[src/rtl/ckf_pkg.sv]
package ckf_pkg;

    localparam int PIX_W       = 8;
    localparam int LIM_PER_KEY = 6;

    localparam logic [4:0] ADDR_FADE_BASE = 5'h10;
    localparam logic [4:0] ADDR_CTRL      = 5'h12;

    typedef enum logic [1:0] {
        ST_IDLE  = 2'd0,
        ST_LEAD  = 2'd1,
        ST_TRAIL = 2'd2,
        ST_STRAY = 2'd3
    } pair_st_t;

    // Bar colours as {Y, U, V}, offset binary
    function automatic logic [23:0] bar_yuv(input logic [2:0] idx);
        logic [23:0] r;
        unique case (idx)
            3'd0: r = {8'd180, 8'd128, 8'd128};
            3'd1: r = {8'd162, 8'd44,  8'd142};
            3'd2: r = {8'd131, 8'd156, 8'd44};
            3'd3: r = {8'd112, 8'd72,  8'd58};
            3'd4: r = {8'd84,  8'd184, 8'd198};
            3'd5: r = {8'd65,  8'd100, 8'd212};
            3'd6: r = {8'd35,  8'd212, 8'd114};
            default: r = {8'd16, 8'd128, 8'd128};
        endcase
        return r;
    endfunction

endpackage

[src/rtl/ckf_regs.sv]
module ckf_regs
    import ckf_pkg::*;
#(
    parameter int NK = 2,
    parameter int FW = 4
) (
    input  logic                                  clk,
    input  logic                                  rst_n,
    input  logic                                  we,
    input  logic [4:0]                            addr,
    input  logic [PIX_W-1:0]                      wdata,
    output logic [NK-1:0][LIM_PER_KEY-1:0][PIX_W-1:0] lim,
    output logic [NK-1:0][FW-1:0]                 fade,
    output logic                                  bar_en,
    output logic                                  vid_fmt,
    output logic                                  ovl_fmt
);

    localparam logic [PIX_W-1:0] LIM_RST = PIX_W'(1) << (PIX_W - 1);

    always_ff @(posedge clk or negedge rst_n) begin
        if (!rst_n) begin
            lim     <= {(NK * LIM_PER_KEY){LIM_RST}};
            fade    <= '0;
            bar_en  <= 1'b0;
            vid_fmt <= 1'b1;
            ovl_fmt <= 1'b1;
        end else if (we) begin
            for (int k = 0; k < NK; k++) begin
                if (addr[4] == 1'b0 && addr[3] == k[0] && addr[2:0] < 3'(LIM_PER_KEY))
                    lim[k][addr[2:0]] <= wdata;
                if (addr == ADDR_FADE_BASE + 5'(k))
                    fade[k] <= wdata[FW-1:0];
            end
            if (addr == ADDR_CTRL) begin
                bar_en  <= wdata[0];
                vid_fmt <= wdata[1];
                ovl_fmt <= wdata[2];
            end
        end
    end

    AST_CTRL_WRITE: assert property (@(posedge clk) disable iff (!rst_n)
        (we && addr == ADDR_CTRL) |=> (bar_en == $past(wdata[0]) && ovl_fmt == $past(wdata[2])));

endmodule

[src/rtl/ckf_window.sv]
module ckf_window
    import ckf_pkg::*;
(
    input  logic [PIX_W-1:0]                    y,
    input  logic [PIX_W-1:0]                    u,
    input  logic [PIX_W-1:0]                    v,
    input  logic [LIM_PER_KEY-1:0][PIX_W-1:0]   lim,
    output logic                                hit
);

    logic y_in, u_in, v_in;

    always_comb begin
        y_in = (y >= lim[0]) && (y <= lim[1]);
        u_in = (u >= lim[2]) && (u <= lim[3]);
        v_in = (v >= lim[4]) && (v <= lim[5]);
        hit  = y_in && u_in && v_in;
    end

endmodule

[src/rtl/ckf_blend.sv]
module ckf_blend
    import ckf_pkg::*;
#(
    parameter int FW = 4
) (
    input  logic [PIX_W-1:0] pri,
    input  logic [PIX_W-1:0] ovl,
    input  logic [FW-1:0]    fade,
    output logic [PIX_W-1:0] mix
);

    localparam int SW = PIX_W + FW + 2;
    localparam logic [SW-1:0] ONE  = SW'(1) << FW;
    localparam logic [SW-1:0] HALF = SW'(1) << (FW - 1);
    localparam logic [SW-1:0] PMAX = SW'((1 << PIX_W) - 1);

    logic [SW-1:0] w_pri, w_ovl, sum, quo;

    always_comb begin
        w_pri = SW'(fade);
        w_ovl = ONE - w_pri;
        sum   = w_pri * SW'(pri) + w_ovl * SW'(ovl) + HALF;
        quo   = sum >> FW;
        mix   = (quo > PMAX) ? PMAX[PIX_W-1:0] : quo[PIX_W-1:0];
    end

endmodule

[src/rtl/ckf_bars.sv]
module ckf_bars
    import ckf_pkg::*;
#(
    parameter int CNT_W     = 12,
    parameter int BAR_SHIFT = 1
) (
    input  logic             clk,
    input  logic             rst_n,
    input  logic             in_valid,
    input  logic             in_hsync,
    input  logic             in_cphase,
    output logic [PIX_W-1:0] bar_y,
    output logic [PIX_W-1:0] bar_c
);

    localparam int IDX_HI = BAR_SHIFT + 2;

    logic [CNT_W-1:0] cnt_q, idx;
    logic [23:0]      yuv;

    assign idx = in_hsync ? '0 : cnt_q;

    always_ff @(posedge clk or negedge rst_n) begin
        if (!rst_n)        cnt_q <= '0;
        else if (in_valid) cnt_q <= idx + CNT_W'(1);
        else               cnt_q <= idx;
    end

    always_comb begin
        yuv   = bar_yuv(idx[IDX_HI:BAR_SHIFT]);
        bar_y = yuv[23:16];
        bar_c = in_cphase ? yuv[7:0] : yuv[15:8];
    end

    AST_BAR_HSYNC_CLEAR: assert property (@(posedge clk) disable iff (!rst_n)
        (in_hsync && in_valid) |=> (cnt_q == CNT_W'(1)));

endmodule

[src/rtl/ckf_fader.sv]
module ckf_fader
    import ckf_pkg::*;
#(
    parameter int FADE_W    = 4,
    parameter int CNT_W     = 12,
    parameter int BAR_SHIFT = 1
) (
    input  logic             clk,
    input  logic             rst_n,
    input  logic             reg_we,
    input  logic [4:0]       reg_addr,
    input  logic [7:0]       reg_wdata,
    input  logic             in_valid,
    input  logic             in_hsync,
    input  logic             in_vsync,
    input  logic             in_cphase,
    input  logic [7:0]       vid_y,
    input  logic [7:0]       vid_c,
    input  logic [7:0]       ovl_y,
    input  logic [7:0]       ovl_c,
    output logic             out_valid,
    output logic             out_hsync,
    output logic             out_vsync,
    output logic [7:0]       out_y,
    output logic [7:0]       out_c
);

    localparam int NK = 2;
    localparam logic [PIX_W-1:0] MSB = PIX_W'(1) << (PIX_W - 1);

    logic [NK-1:0][LIM_PER_KEY-1:0][PIX_W-1:0] lim;
    logic [NK-1:0][FADE_W-1:0]                 fade;
    logic bar_en, vid_fmt, ovl_fmt;

    ckf_regs #(.NK(NK), .FW(FADE_W)) u_regs (
        .clk(clk), .rst_n(rst_n), .we(reg_we), .addr(reg_addr), .wdata(reg_wdata),
        .lim(lim), .fade(fade), .bar_en(bar_en), .vid_fmt(vid_fmt), .ovl_fmt(ovl_fmt)
    );

    // Format conversion at the input
    logic [PIX_W-1:0] cv_vy, cv_vc, cv_oy, cv_oc;
    always_comb begin
        cv_vy = vid_fmt ? vid_y : (vid_y ^ MSB);
        cv_vc = vid_fmt ? vid_c : (vid_c ^ MSB);
        cv_oy = ovl_fmt ? ovl_y : (ovl_y ^ MSB);
        cv_oc = ovl_fmt ? ovl_c : (ovl_c ^ MSB);
    end

    logic [PIX_W-1:0] in_bar_y, in_bar_c;
    ckf_bars #(.CNT_W(CNT_W), .BAR_SHIFT(BAR_SHIFT)) u_bars (
        .clk(clk), .rst_n(rst_n), .in_valid(in_valid), .in_hsync(in_hsync),
        .in_cphase(in_cphase), .bar_y(in_bar_y), .bar_c(in_bar_c)
    );

    // Stage 1 registers and pairing state
    pair_st_t         state, nxt;
    logic             s1_valid, s1_hs, s1_vs;
    logic [PIX_W-1:0] s1_vy, s1_vc, s1_oy, s1_oc, s1_bar_y, s1_bar_c, held_u;

    always_comb begin
        if (!in_valid)                    nxt = ST_IDLE;
        else if (!in_cphase)              nxt = ST_LEAD;
        else if (state == ST_LEAD)        nxt = ST_TRAIL;
        else                              nxt = ST_STRAY;
    end

    always_ff @(posedge clk or negedge rst_n) begin
        if (!rst_n) state <= ST_IDLE;
        else        state <= nxt;
    end

    always_ff @(posedge clk or negedge rst_n) begin
        if (!rst_n) begin
            s1_valid <= 1'b0; s1_hs <= 1'b0; s1_vs <= 1'b0;
            s1_vy <= '0; s1_vc <= '0; s1_oy <= '0; s1_oc <= '0;
            s1_bar_y <= '0; s1_bar_c <= '0; held_u <= '0;
        end else begin
            s1_valid <= in_valid; s1_hs <= in_hsync; s1_vs <= in_vsync;
            s1_vy <= cv_vy; s1_vc <= cv_vc; s1_oy <= cv_oy; s1_oc <= cv_oc;
            s1_bar_y <= in_bar_y; s1_bar_c <= in_bar_c;
            if (state == ST_LEAD) held_u <= s1_oc;
        end
    end

    // Key operand selection driven by pairing state
    logic [PIX_W-1:0] key_u, key_v;
    logic             pair_ok;
    always_comb begin
        key_u   = s1_oc;
        key_v   = s1_oc;
        pair_ok = 1'b0;
        unique case (state)
            ST_IDLE:  pair_ok = 1'b0;
            ST_LEAD: begin
                key_u   = s1_oc;
                key_v   = cv_oc;
                pair_ok = in_valid && in_cphase;
            end
            ST_TRAIL: begin
                key_u   = held_u;
                key_v   = s1_oc;
                pair_ok = 1'b1;
            end
            ST_STRAY: pair_ok = 1'b0;
        endcase
    end

    logic [NK-1:0] win_hit, hit;
    for (genvar k = 0; k < NK; k++) begin : g_key
        ckf_window u_win (
            .y(s1_oy), .u(key_u), .v(key_v), .lim(lim[k]), .hit(win_hit[k])
        );
        assign hit[k] = pair_ok && win_hit[k];
    end

    logic [FADE_W-1:0] fade_sel;
    always_comb begin
        if (hit[0])      fade_sel = fade[0];
        else if (hit[1]) fade_sel = fade[1];
        else             fade_sel = '0;
    end

    logic [PIX_W-1:0] mix_y, mix_c;
    ckf_blend #(.FW(FADE_W)) u_blend_y (.pri(s1_vy), .ovl(s1_oy), .fade(fade_sel), .mix(mix_y));
    ckf_blend #(.FW(FADE_W)) u_blend_c (.pri(s1_vc), .ovl(s1_oc), .fade(fade_sel), .mix(mix_c));

    // Stage 2 output registers
    always_ff @(posedge clk or negedge rst_n) begin
        if (!rst_n) begin
            out_valid <= 1'b0; out_hsync <= 1'b0; out_vsync <= 1'b0;
            out_y <= '0; out_c <= '0;
        end else begin
            out_valid <= s1_valid; out_hsync <= s1_hs; out_vsync <= s1_vs;
            out_y <= bar_en ? s1_bar_y : mix_y;
            out_c <= bar_en ? s1_bar_c : mix_c;
        end
    end

    // Edges seen since reset, saturating, for history-based checks
    logic [1:0] live_q;
    always_ff @(posedge clk or negedge rst_n) begin
        if (!rst_n)              live_q <= '0;
        else if (live_q != 2'd3) live_q <= live_q + 2'd1;
    end

    logic [PIX_W-1:0] lo_y, hi_y;
    assign lo_y = (s1_vy < s1_oy) ? s1_vy : s1_oy;
    assign hi_y = (s1_vy < s1_oy) ? s1_oy : s1_vy;

    AST_PIPE_LATENCY: assert property (@(posedge clk) disable iff (!rst_n)
        (live_q >= 2'd2) |-> (out_valid == $past(in_valid, 2) && out_hsync == $past(in_hsync, 2)
                              && out_vsync == $past(in_vsync, 2)));
    AST_TRAIL_FOLLOWS_LEAD: assert property (@(posedge clk) disable iff (!rst_n)
        (live_q >= 2'd1 && state == ST_TRAIL) |-> ($past(state) == ST_LEAD));
    AST_KEY1_PRIORITY: assert property (@(posedge clk) disable iff (!rst_n)
        (hit[0] && hit[1]) |-> (fade_sel == fade[0]));
    AST_NOKEY_PASSTHRU: assert property (@(posedge clk) disable iff (!rst_n)
        (live_q >= 2'd1 && $past(s1_valid && hit == '0 && !bar_en))
        |-> (out_y == $past(s1_oy) && out_c == $past(s1_oc)));
    AST_BLEND_BOUNDS: assert property (@(posedge clk) disable iff (!rst_n)
        (live_q >= 2'd1 && $past(s1_valid && !bar_en))
        |-> (out_y >= $past(lo_y) && out_y <= $past(hi_y)));

endmodule

[config.mk]
export PLATFORM = sky130hd
export DESIGN_NAME = ckf_fader
export DESIGN_NICKNAME = d
export VERILOG_FILES = /design/src/rtl/ckf_pkg.sv /design/src/rtl/ckf_regs.sv /design/src/rtl/ckf_window.sv /design/src/rtl/ckf_blend.sv /design/src/rtl/ckf_bars.sv /design/src/rtl/ckf_fader.sv
export SDC_FILE = /design/constraint.sdc
export NUM_CORES = 1
export LEC_CHECK = 0
export BUFFER_PORTS_ARGS = -buffer_cell sky130_fd_sc_hd__buf_2
export CAP_MARGIN = 5
export CORE_MARGIN = 2
export CORE_UTILIZATION = 55
export CTS_CLUSTER_DIAMETER = 50
export DETAILED_ROUTE_END_ITERATION = 10
export GPL_ROUTABILITY_DRIVEN = 0
export PLACE_DENSITY = 0.73
export SKIP_CTS_REPAIR_TIMING = 1
export SYNTH_ARGS = -nofsm -noshare
export SYNTH_HDL_FRONTEND = slang
export SYNTH_SLANG_ARGS = --single-unit
export TNS_END_PERCENT = 100
[constraint.sdc]
create_clock -name clk -period 27.6 [get_ports clk]
set_input_delay 5.52 -clock clk [delete_from_list [all_inputs] [get_ports clk]]
set_output_delay 5.52 -clock clk [all_outputs]
set_load 0.05 [all_outputs]
==> results.sh <==
export IMPL_tightest_slew_ns=1.09
export IMPL_placedCellCount=1891
export IMPL_hold_viol=0
export IMPL_fin_skew_ns=0.0114
export IMPL_total_leakage_power_nw=8.27
export IMPL_synth_top_area_share=0.294
export IMPL_gr_usage_all_layers=0.254
export IMPL_synth_seq_cells=189
export IMPL_drc=0
export IMPL_drt_antenna_violating_nets=0
export IMPL_utilization=0.605
export IMPL_std_cell_rows=60
export IMPL_min_period_over_period=0.504
export IMPL_fmax_mhz=71.9
export IMPL_max_slew_margin=0.271
export IMPL_grt_pass1_wl_mm=56.2
export IMPL_drt_iter0_markers=702
export IMPL_vdd_drop_max_mv=0.0445
export IMPL_coreArea_sq_mm=0.0267
export IMPL_synth_top_cells_by_count="inv_1 (259), ha_1 (181), dfrtp_1 (175)"
export IMPL_status="completed"
export IMPL_diodes=0
export IMPL_dieArea_sq_mm=0.0284
export IMPL_cts_made_buffers=17
export IMPL_yosysMostFrequentCell="inv_1"
export IMPL_layoutNonFillerInstCount=1923
export IMPL_cp_end_kind="flip-flop"
export IMPL_final_area_sq_mm=0.0162
export IMPL_grt_antenna_before_repair=0
export IMPL_dp_final_hpwl_mm=25.6
export IMPL_slew_violations=0
export IMPL_synth_ff_type="dfrtp_1"
export IMPL_layout_drive_gt1_share=0.138
export IMPL_synth_nets=1848
export IMPL_netlist_top_cells_area="dfrtp_1 (29%), ha_1 (15%), fa_1 (14%), inv_1 (6.5%), mux2_2 (6.4%)"
export IMPL_crit_arrival_ns=14.24
export IMPL_worst_path_buf_inv=5
export IMPL_clk_pin_slew_worst_paths_ns=0.08
export IMPL_crit_type="in2reg"
export IMPL_yosys_cell_types_count=71
export IMPL_firstDrtPassIters=5
export IMPL_wire_per_inst_microns=17.9
export IMPL_rsz0062_at_grt="false"
export IMPL_place_area_sq_mm=0.0156
export IMPL_power_density_mw_per_mm2=53.2
export IMPL_clkSinkCount=189
export IMPL_worst_ep_required_time_ns=27.93
export IMPL_die_y_microns=168
export IMPL_syn_area_per_cell_sq_um=9.83
export IMPL_crit_path_start_kind="input pin"
export IMPL_port_buffers=70
export IMPL_async_reset_ff_frac=1.00
export IMPL_synth_edff_count=0
export IMPL_maxCapViolCount=0
export IMPL_die_w_microns=168
export IMPL_syn_area_sq_mm=0.0149
export IMPL_initial_utilization=0.557
export IMPL_clockRootBuffer="clkbuf_16"
export IMPL_hp_class="reg2reg"
export IMPL_h_tree_depth=4
export IMPL_cts_tree="done"
export IMPL_fin_ws_ns=13.69
export IMPL_synth_top_area_cell="dfrtp_1"
export IMPL_clk_insertion_delay_late_ns=0.45
export IMPL_fin_crit_ns=13.91
export IMPL_finalSetupViolCount=0
export IMPL_ios=71
export IMPL_finalSetupTns_ns=0
export IMPL_nNetsFinal=1904
export IMPL_yosysSeqAreaShare=0.319
export IMPL_crit_path_max_incr_delay_ns=0.86
export IMPL_clk_path_buf_depth=2
export IMPL_dp_slack_ns=13.33
export IMPL_grt_pass1_vias=11000
export IMPL_drt_total_wl_mm=34.4
export IMPL_cp_max_fo=19
export IMPL_slowest_stage="xnor2_1"
export IMPL_yosysWarnings=0
export IMPL_crit_family="adder cells"
export IMPL_gr_total_overflow=0
export IMPL_dr_total_vias=10700
export IMPL_area_growth_pct=8.69
export IMPL_via_per_inst=5.59
export IMPL_grt_max_degree=123
export IMPL_synth_cells=1513
## cell families after synthesis
group | Yosys count | synth area share
xor+xnor | 20 | 0.0118
compound gates | 208 | 0.0918
fa+ha+maj | 283 | 0.289
mux | 90 | 0.0676
flops | 189 | 0.319
simple gates | 418 | 0.143
buf+inv | 305 | 0.0773
## placed cells by master, fill, tap and decap left out, types with 26 or more instances in the layout
cell and count:
and2_1 79, ha_1 181, o21ai_0 53, buf_2 69
mux2_2 84, nand2b_1 30, nor2_1 36, nand4_1 26
dfrtp_1 175, nand2_1 157, fa_1 102, a21oi_1 57
nor2b_1 34, inv_1 259
## final cells by class
type / count / area [sq um]
fill: 2233 / 10600
multi-input combinational: 1019 / 8990
sequential: 189 / 4750
inverter: 261 / 980
clock buffer: 19 / 443
timing repair buffer: 81 / 442
tap: 341 / 427
clock inverter: 13 / 145
## flip-flops by register name, summed over array words and instances (netlist names)
register,flops
out_hsync,1
u_regs.lim,96
s1_vc,8
u_bars.cnt_q,4
u_regs.bar_en,1
out_valid,1
s1_bar_c,7
out_y,8
s1_vs,1
s1_bar_y,7
u_regs.fade,8
held_u,8
s1_hs,1
out_c,8
u_regs.ovl_fmt,1
s1_valid,1
s1_oy,8
state,2
s1_oc,8
u_regs.vid_fmt,1
out_vsync,1
s1_vy,8
## path summary, 6_finish.rpt
path / cells past startpoint / slack [ns] / start / endpoint
min in group asynchronous: 1 / 5.21 / rst_n / s1_hs
worst min-delay path: 0 / 0.35 / s1_valid / out_valid
worst min register to register: 0 / 0.35 / s1_valid / out_valid
max in group asynchronous: 2 / 20.85 / rst_n / s1_vc[4]
worst max register to register: 27 / 17.30 / state[0] / out_y[5]
worst max-delay path: 30 / 13.69 / ovl_c[7] / out_y[5]
## per-layer routing
metal	share of wire	wire length [microns]	track usage	up-vias
met1	0.43	15000	0.332	5359
met4	0.028	951	0.0858	0
met3	0.039	1360	0.0304	71
met2	0.50	17100	0.442	240
li1	-	-	-	5079
met5	0	0	0	-
## metrics by stage
stage	hold WS [ns]	total power, mW
finish	0.354	0.860
CTS	0.355	0.865
detailed placement	0.338	0.615
global route	0.362	0.915
floorplan	0.331	0.539
global placement	0.331	0.604
## report_power, final
group / internal (mW) / switching, mW / total (mW)
logic: 0.103 / 0.156 / 0.259
registers: 0.324 / 0.0282 / 0.352
clock network: 0.124 / 0.125 / 0.249
No activity file was read; power rests on OpenSTA's default activity.
